===== config.mk =====
export PLATFORM = sky130hd
export DESIGN_NAME = cq_ptr_mgr
export DESIGN_NICKNAME = d
export VERILOG_FILES = /design/src/rtl/cqpm_pkg.sv /design/src/rtl/cqpm_size_reg.sv /design/src/rtl/cqpm_ptr.sv /design/src/rtl/cqpm_status.sv /design/src/rtl/cq_ptr_mgr.sv
export SDC_FILE = /design/constraint.sdc
export NUM_CORES = 1
export LEC_CHECK = 0
export BUFFER_PORTS_ARGS = -buffer_cell sky130_fd_sc_hd__buf_2
export CORE_MARGIN = 3
export CORE_UTILIZATION = 40
export DETAILED_ROUTE_END_ITERATION = 16
export PLACE_DENSITY = 0.73
export SLEW_MARGIN = 0
export SYNTH_ARGS = -nofsm -noshare
export SYNTH_HDL_FRONTEND = slang
export SYNTH_HIERARCHICAL = 1
export SYNTH_SLANG_ARGS = --single-unit
export TNS_END_PERCENT = 30

===== constraint.sdc =====
create_clock -name clk -period 8.35 [get_ports clk]
set_clock_uncertainty 0.2 [all_clocks]
set_input_delay 0.835 -clock clk [delete_from_list [all_inputs] [get_ports clk]]
set_output_delay 0.835 -clock clk [all_outputs]
set_load 0.005 [all_outputs]

===== src/rtl/cqpm_pkg.sv =====
package cqpm_pkg;

  typedef enum logic [1:0] {
    SEL_BASE = 2'd0,
    SEL_PROD = 2'd1,
    SEL_CONS = 2'd2,
    SEL_CTRL = 2'd3
  } reg_sel_e;

  localparam int SIZE_W  = 5;
  localparam int ERR_W   = 7;
  localparam int ERR_LSB = 24;

  // single bit at the wrap position
  function automatic logic [31:0] fn_wrap_bit(input logic [SIZE_W-1:0] l);
    return 32'd1 << l;
  endfunction

  function automatic logic [31:0] fn_index_mask(input logic [SIZE_W-1:0] l);
    return fn_wrap_bit(l) - 32'd1;
  endfunction

  // index plus wrap bit
  function automatic logic [31:0] fn_span_mask(input logic [SIZE_W-1:0] l);
    return (fn_wrap_bit(l) << 1) - 32'd1;
  endfunction

  function automatic logic fn_is_full(input logic [31:0] p, input logic [31:0] c,
                                      input logic [SIZE_W-1:0] l);
    return ((p ^ c) & fn_span_mask(l)) == fn_wrap_bit(l);
  endfunction

  function automatic logic fn_is_empty(input logic [31:0] p, input logic [31:0] c,
                                       input logic [SIZE_W-1:0] l);
    return (p & fn_span_mask(l)) == (c & fn_span_mask(l));
  endfunction

  function automatic logic [31:0] fn_advance(input logic [31:0] p,
                                             input logic [SIZE_W-1:0] l);
    return (p + 32'd1) & fn_span_mask(l);
  endfunction

  function automatic logic [SIZE_W-1:0] fn_clamp(input logic [SIZE_W-1:0] f,
                                                 input logic [SIZE_W-1:0] mx);
    return (f > mx) ? mx : f;
  endfunction

  function automatic logic [31:0] fn_entry_addr(input logic [31:0] base_addr,
                                                input logic [31:0] ptr,
                                                input logic [SIZE_W-1:0] l,
                                                input logic [31:0] ebytes);
    return base_addr + ebytes * (ptr & fn_index_mask(l));
  endfunction

endpackage


===== src/rtl/cqpm_size_reg.sv =====
module cqpm_size_reg
  import cqpm_pkg::*;
#(
  parameter int MAX_LOG2 = 8
) (
  input  logic              clk,
  input  logic              rst_n,
  input  logic              wr,
  input  logic [31:0]       data,
  output logic [31:0]       base_raw,
  output logic [31:0]       base_addr,
  output logic [SIZE_W-1:0] eff_log2
);
  localparam logic [SIZE_W-1:0] MAX_L = SIZE_W'(MAX_LOG2);

  logic [31:0]       base_q;
  logic [SIZE_W-1:0] eff_q;

  always_ff @(posedge clk or negedge rst_n) begin
    if (!rst_n) begin
      base_q <= '0;
      eff_q  <= '0;
    end else if (wr) begin
      base_q <= data;
      eff_q  <= fn_clamp(data[SIZE_W-1:0], MAX_L);
    end
  end

  assign base_raw  = base_q;
  assign base_addr = base_q & ~32'h1F;
  assign eff_log2  = eff_q;

  // in-range size takes effect as written
  assert_size_inrange_R2: assert property (@(posedge clk) disable iff (!rst_n)
    (wr && data[SIZE_W-1:0] <= MAX_L) |=> (eff_log2 == $past(data[SIZE_W-1:0])));

  // over-range size is pinned to the maximum
  assert_size_clamp_R2: assert property (@(posedge clk) disable iff (!rst_n)
    (wr && data[SIZE_W-1:0] > MAX_L) |=> (eff_log2 == MAX_L));

endmodule


===== src/rtl/cqpm_ptr.sv =====
module cqpm_ptr
  import cqpm_pkg::*;
#(
  parameter int PW = 9
) (
  input  logic              clk,
  input  logic              rst_n,
  input  logic              sw_wr,
  input  logic [31:0]       sw_val,
  input  logic              adv,
  input  logic [SIZE_W-1:0] l,
  output logic [PW-1:0]     ptr
);
  logic [PW-1:0] ptr_q;
  logic [PW-1:0] ptr_nxt;

  always_comb begin
    if (sw_wr)    ptr_nxt = PW'(sw_val & fn_span_mask(l));
    else if (adv) ptr_nxt = PW'(fn_advance(32'(ptr_q), l));
    else          ptr_nxt = ptr_q;
  end

  always_ff @(posedge clk or negedge rst_n) begin
    if (!rst_n) ptr_q <= '0;
    else        ptr_q <= ptr_nxt;
  end

  assign ptr = ptr_q;

  // without a request the pointer holds
  assert_ptr_hold_R5: assert property (@(posedge clk) disable iff (!rst_n)
    (!sw_wr && !adv) |=> $stable(ptr));

  // an advance always moves the pointer
  assert_ptr_moves_R3: assert property (@(posedge clk) disable iff (!rst_n)
    (!sw_wr && adv) |=> !$stable(ptr));

endmodule


===== src/rtl/cqpm_status.sv =====
module cqpm_status
  import cqpm_pkg::*;
#(
  parameter int ENTRY_BYTES = 16
) (
  input  logic [31:0]       prod,
  input  logic [31:0]       cons,
  input  logic [SIZE_W-1:0] l,
  input  logic [31:0]       base_addr,
  output logic              full,
  output logic              empty,
  output logic [31:0]       rd_addr,
  output logic [31:0]       wr_addr
);
  localparam logic [31:0] EB = 32'(ENTRY_BYTES);

  always_comb begin
    full    = fn_is_full(prod, cons, l);
    empty   = fn_is_empty(prod, cons, l);
    rd_addr = fn_entry_addr(base_addr, cons, l, EB);
    wr_addr = fn_entry_addr(base_addr, prod, l, EB);
  end

endmodule


===== src/rtl/cq_ptr_mgr.sv =====
module cq_ptr_mgr
  import cqpm_pkg::*;
#(
  parameter int MAX_LOG2    = 8,
  parameter int ENTRY_BYTES = 16
) (
  input  logic        clk,
  input  logic        rst_n,
  input  logic        reg_wr_en,
  input  logic [1:0]  reg_wr_sel,
  input  logic [31:0] reg_wr_data,
  input  logic        produce_req,
  input  logic        consume_done,
  input  logic        err_req,
  input  logic [6:0]  err_code,
  output logic [31:0] base_rdata,
  output logic [31:0] prod_rdata,
  output logic [31:0] cons_rdata,
  output logic        q_enabled,
  output logic        q_full,
  output logic        q_empty,
  output logic        q_overflow,
  output logic [31:0] rd_entry_addr,
  output logic [31:0] wr_entry_addr
);
  localparam int PW = MAX_LOG2 + 1;

  logic [31:0]       base_addr;
  logic [SIZE_W-1:0] eff_log2;
  logic [PW-1:0]     prod_ptr;
  logic [PW-1:0]     cons_ptr;
  logic              en_q;
  logic              ovf_q;
  logic [ERR_W-1:0]  err_q;

  // named events
  logic wr_base, wr_prod, wr_cons, wr_ctrl;
  logic hw_ok, do_produce, produce_refused, do_consume, do_err;

  assign wr_base = reg_wr_en && (reg_wr_sel == SEL_BASE);
  assign wr_prod = reg_wr_en && (reg_wr_sel == SEL_PROD);
  assign wr_cons = reg_wr_en && (reg_wr_sel == SEL_CONS);
  assign wr_ctrl = reg_wr_en && (reg_wr_sel == SEL_CTRL);

  assign hw_ok           = en_q && !reg_wr_en;
  assign do_produce      = hw_ok && produce_req && !q_full;
  assign produce_refused = hw_ok && produce_req && q_full;
  assign do_err          = hw_ok && err_req;
  assign do_consume      = hw_ok && consume_done && !err_req && !q_empty;

  cqpm_size_reg #(.MAX_LOG2(MAX_LOG2)) u_size (
    .clk      (clk),
    .rst_n    (rst_n),
    .wr       (wr_base),
    .data     (reg_wr_data),
    .base_raw (base_rdata),
    .base_addr(base_addr),
    .eff_log2 (eff_log2)
  );

  cqpm_ptr #(.PW(PW)) u_prod (
    .clk   (clk),
    .rst_n (rst_n),
    .sw_wr (wr_prod),
    .sw_val(reg_wr_data),
    .adv   (do_produce),
    .l     (eff_log2),
    .ptr   (prod_ptr)
  );

  cqpm_ptr #(.PW(PW)) u_cons (
    .clk   (clk),
    .rst_n (rst_n),
    .sw_wr (wr_cons),
    .sw_val(reg_wr_data),
    .adv   (do_consume),
    .l     (eff_log2),
    .ptr   (cons_ptr)
  );

  cqpm_status #(.ENTRY_BYTES(ENTRY_BYTES)) u_stat (
    .prod     (32'(prod_ptr)),
    .cons     (32'(cons_ptr)),
    .l        (eff_log2),
    .base_addr(base_addr),
    .full     (q_full),
    .empty    (q_empty),
    .rd_addr  (rd_entry_addr),
    .wr_addr  (wr_entry_addr)
  );

  always_ff @(posedge clk or negedge rst_n) begin
    if (!rst_n) begin
      en_q  <= 1'b0;
      ovf_q <= 1'b0;
      err_q <= '0;
    end else begin
      if (wr_ctrl) en_q <= reg_wr_data[0];
      if (wr_prod) ovf_q <= 1'b0;
      else if (produce_refused) ovf_q <= 1'b1;
      if (wr_cons) err_q <= reg_wr_data[ERR_LSB +: ERR_W];
      else if (do_err) err_q <= err_code;
    end
  end

  assign q_enabled  = en_q;
  assign q_overflow = ovf_q;
  assign prod_rdata = {ovf_q, {(31-PW){1'b0}}, prod_ptr};
  assign cons_rdata = {1'b0, err_q, {(ERR_LSB-PW){1'b0}}, cons_ptr};

  assert_no_overflow_R4: assert property (@(posedge clk) disable iff (!rst_n)
    produce_refused |=> (q_overflow && $stable(prod_ptr)));

  assert_empty_ignore_R5: assert property (@(posedge clk) disable iff (!rst_n)
    (hw_ok && consume_done && q_empty) |=> $stable(cons_ptr));

  assert_full_empty_excl_R6: assert property (@(posedge clk) disable iff (!rst_n)
    !(q_full && q_empty));

  assert_err_keeps_ptr_R8: assert property (@(posedge clk) disable iff (!rst_n)
    do_err |=> ($stable(cons_ptr) && cons_rdata[30:24] == $past(err_code)));

  assert_disabled_idle_R9: assert property (@(posedge clk) disable iff (!rst_n)
    (!en_q && !reg_wr_en) |=> ($stable(prod_ptr) && $stable(cons_ptr) && $stable(err_q)));

  assert_ctrl_write_wins_R10: assert property (@(posedge clk) disable iff (!rst_n)
    wr_ctrl |=> ($stable(prod_ptr) && $stable(cons_ptr) && $stable(ovf_q)));

endmodule


==> impl_summary.md <==
Placed design
Detailed placement ended at an HPWL of 20,140 um. At the end of routability-driven placement, the weighted congestion stood at about 1. The number of buffers inserted by port buffering is roughly 160. In this run the cell area measured after placement is 9447 sq um.

Timing
The final critical path time including I/O delays and setup is 6194 ps. Adding up every negative setup slack in the final design gives 0 ps. The final-report setup violation count is 0. The final period utilization is roughly 74%.

The count of final max-slew check failures is 0. At the pin with the least slew margin, the transition time is 964.4 ps. The normalized max-slew margin is 35.11%.

The number of hold violations in the final report is 0. The maximum frequency from static timing analysis is between 0.15 and 0.2 GHz. Setup repair after global routing left no endpoint under its margin.

Floorplan
The full die area is around 23,000 sq um. Measured along the x axis, the die boundary spans 152.6 um. The total number of placement rows is 53. Measured along the y axis, the die boundary spans ~150 um. The effective utilization at floorplan is 40.79%.

The total area inside the core boundary comes to 21,090 sq um. The boundary pin count is 211.

Logic synthesis
Summing the sequential cell areas from Yosys gives between 10% and 20% of the chip area. The fraction of post-synthesis cell area in the top cell type by area is 18.62%. Counting instances in the post-synthesis netlist gives the leading cell types as nand2_1 (101), buf_4 (82), nor2_1 (77), a21oi_1 (72), dfrtp_1 (64). Yosys attributes the largest share of cell area to dfrtp_1 (19%), ha_1 (8.6%), buf_4 (7.2%).

The gate count of the mapped netlist is roughly 1,100. Synthesis inferred 64 register bits. The count of unique library cells instantiated by Yosys is 81. Averaged over all synthesized cells, the footprint is 7.776 sq um. During synthesis, Yosys emitted a total of 6 warnings. The synthesized design spends more area on one cell type than any other, namely dfrtp_1. The most used flip-flop cell after synthesis is dfrtp_1. The number of synthesized flops with an enable pin is 0. After synthesis the cells add up to 8601 sq um. In the post-synthesis netlist, the cell with the most instances is nand2_1.

The async set-reset flop share out of synthesis is 100.0%.

Hold path
Counting instances, the worst hold path has a depth of 1. The end point of the most critical hold path is u_size/base_raw[4]. The min-delay analysis places its worst path in the category register to register.

The startpoint identified for the worst hold timing path is u_size/base_raw[4].

Worst setup path
The startpoint type of the worst setup path is a register. Measured in cells, the most critical reg-to-reg path has a length of 17. The largest fanout on the critical path is 24. The worst register-to-register path begins at u_size/eff_log2[1].

The largest incremental delay on the critical path is 810 ps. The start-to-end type of the worst setup path is register to primary output. The critical path goes through nor2_1 -> nand2_1 -> ha_1 -> inv_1 -> xnor2_1 -> nor2b_1 -> ha_1 -> nand3_1 -> o21bai_1 -> or4b_1 -> nand3_1 -> a31oi_1 -> a211oi_1 -> o31ai_1 -> a21oi_1 -> xnor2_1 -> buf_2. The sort of element at the end of the critical path is a primary output. The reg-to-reg endpoint is u_prod/ptr[3]. The worst-case register-to-register setup slack is about 3000 ps. The largest individual stage delay along the critical path comes from the cell dfrtp_1. For the worst setup path, the data arrival time is 5160 ps. The worst path buffer plus inverter count is 2.

STA puts the critical path data required time at 7320 ps. The cell family contributing the most delay on the critical path is simple AND/OR/NAND/NOR gates.

Route
For this run, design rule violations remaining after detail routing come to 0. The number of nets still failing antenna checks after routing is 0. In the routed layout, each cell is associated on average with a via count of 5.428. For this block, the initial DRC count from the detailed router was ~710. The first-pass iteration count of the detailed router is 5. The routed length per placed instance is roughly 17 um.

For this block, the routed nets add up to approximately 26,000 um of wire. The total vias in the final route is roughly 8,500.

Power
In this run the power density over the cells is between 200 and 250 nW/um^2. The worst-case vdd ir drop is roughly 130 uV. Summed over all cells, the static leakage comes to between 4 and 5 nW. Total power for the finished layout comes to roughly 2.2 mW.

Status
The run finished with clean final reports.

Finish
The layout overhead on the synthesized area is 13.67%. The final standard cell area without fillers is 9777 sq um. 0 antenna diodes ended up in the layout. At the end of the flow, the number of nets in the layout was 1,399. The fraction of layout instances using a drive strength above 1 is 18.75%.

Clock network
The H-tree was split into 3 levels. The number of hold buffers added after CTS was 0. The number of clock sinks is 64. The number of post-CTS setup repair buffers is 0. The CTS tree is yes. The worst-case clock buffer depth is 2. The buffer cell driving the clock tree root is clkbuf_16. The CTS clock-pin slew for the worst setup and hold paths is 70 ps. Post-CTS repair changed the size of 0 cells.

For the worst-skew pair, the clock arrives at the later sink with an insertion delay of 350 ps. The TritonCTS buffer count is 9.

Global routing
Entering global routing, the biggest net connects 65 pins. The via count of the first global-routing pass is 7,835. For this run, the total global-route usage over all layers was measured as 21.58%. In this run the most used layer during global routing was met2. The global routing usage on met1 is 29.08%. For this run, global-route usage on met3 was measured as 3.749%. The first global-routing pass estimated around 41,000 um of wire.

The number of antenna violations at the first check in global routing is 0. After global routing the overflow that remains totals 0. The met2 global-route usage is 35.41%.

Run
The number of maximum-capacitance violations is 0.
==> state kept, by name, summed over array words and instances (netlist names) <==
register and flops:
err_q 7, u_size/eff_log2 5, q_enabled 1, u_size/base_raw 32, u_cons/ptr 9, q_overflow 1, u_prod/ptr 9
==> worst register-to-register path, delay by kind of cell, from the launching register on <==
family          cells  cell delay [ps]
simple gates       10             3150
compound gates      5              690
flops               1              640
fa+ha+maj           1              410
xor+xnor            1              190
==> layout by cell type, fill, tap and decap left out, types with 10 or more instances in the layout <==
cell type / Yosys / final
nand3_1: 31 / 31
and2_1: 28 / 28
a21oi_1: 72 / 72
nand2_1: 101 / 101
inv_1: 29 / 29
nor2b_1: 31 / 31
mux2_2: 31 / 31
a31oi_1: 20 / 20
a21o_1: 19 / 19
xnor2_1: 60 / 60
buf_2: 12 / 164
o21ai_1: 11 / 11
and3_1: 17 / 17
nand2b_1: 21 / 21
conb_1: 2 / 127
or2_1: 10 / 10
o22ai_1: 19 / 19
xor2_1: 34 / 34
nor2_1: 77 / 77
o21ai_0: 53 / 53
nand4_1: 11 / 11
nor3_1: 18 / 18
dfrtp_1: 64 / 62
ha_1: 59 / 59
o21a_1: 11 / 11
==> through the flow <==
step / instances / hold slack (ps) / util, % / worst slack [ps]
5_1_grt: 1571 / 323.7 / 46.36 / 1796
6_report: 1571 / 312.2 / 46.36 / 2156
3_3_place_gp: 1555 / 288.7 / 44.80 / 2745
4_1_cts: 1571 / 312.1 / 46.36 / 2230
3_5_place_dp: 1555 / 295.0 / 44.80 / 2630
2_1_floorplan: 1231 / 305.3 / - / 3354
==> power breakdown <==
part / internal [mW] / leakage (nW) / switching, mW / total [mW]
Clock: 0.265 / 0.158 / 0.174 / 0.440
Sequential: 0.376 / 0.774 / 0.123 / 0.499
Combinational: 0.549 / 3.78 / 0.679 / 1.23
Total: 1.19 / 4.71 / 0.976 / 2.17
==> routing by layer <==
layer | part of all wire (%) | wire (um)
met3 | 7.7 | 2018
met5 | 0 | 0
met2 | 47 | 12260
met1 | 43 | 11400
met4 | 2.3 | 598
==> cell families after synthesis <==
family / synth area share (%)
flops: 18.62
buf+inv: 11.22
xor+xnor: 9.572
fa+ha+maj: 9.049
mux: 5.048
other cells: 0.08732
compound gates: 21.76
simple gates: 24.64
==> layout make-up <==
| class | count | area [sq um] |
|---|---|---|
| fill | 2129 | 11310 |
| multi-input combinational | 1014 | 6509 |
| sequential | 64 | 1604 |
| timing repair buffer | 171 | 873.3 |
| tap | 275 | 344.1 |
| clock buffer | 9 | 225.2 |
| inverter | 31 | 116.4 |
| clock inverter | 7 | 105.1 |
==> how the worst max path moves through the flow <==
stage	slack, ps	end	cells after the start	from
after CTS	2230	wr_entry_addr[30]	17	u_size/eff_log2[1]
after floorplan	3350	wr_entry_addr[31]	19	u_size/eff_log2[0]
after global placement	2740	wr_entry_addr[30]	17	u_size/eff_log2[1]
after global routing	1800	wr_entry_addr[30]	17	u_size/eff_log2[1]
after detailed placement	2630	wr_entry_addr[30]	17	u_size/eff_log2[1]
final	2160	wr_entry_addr[31]	17	u_size/eff_log2[1]
(Power assumes the default switching activity.)
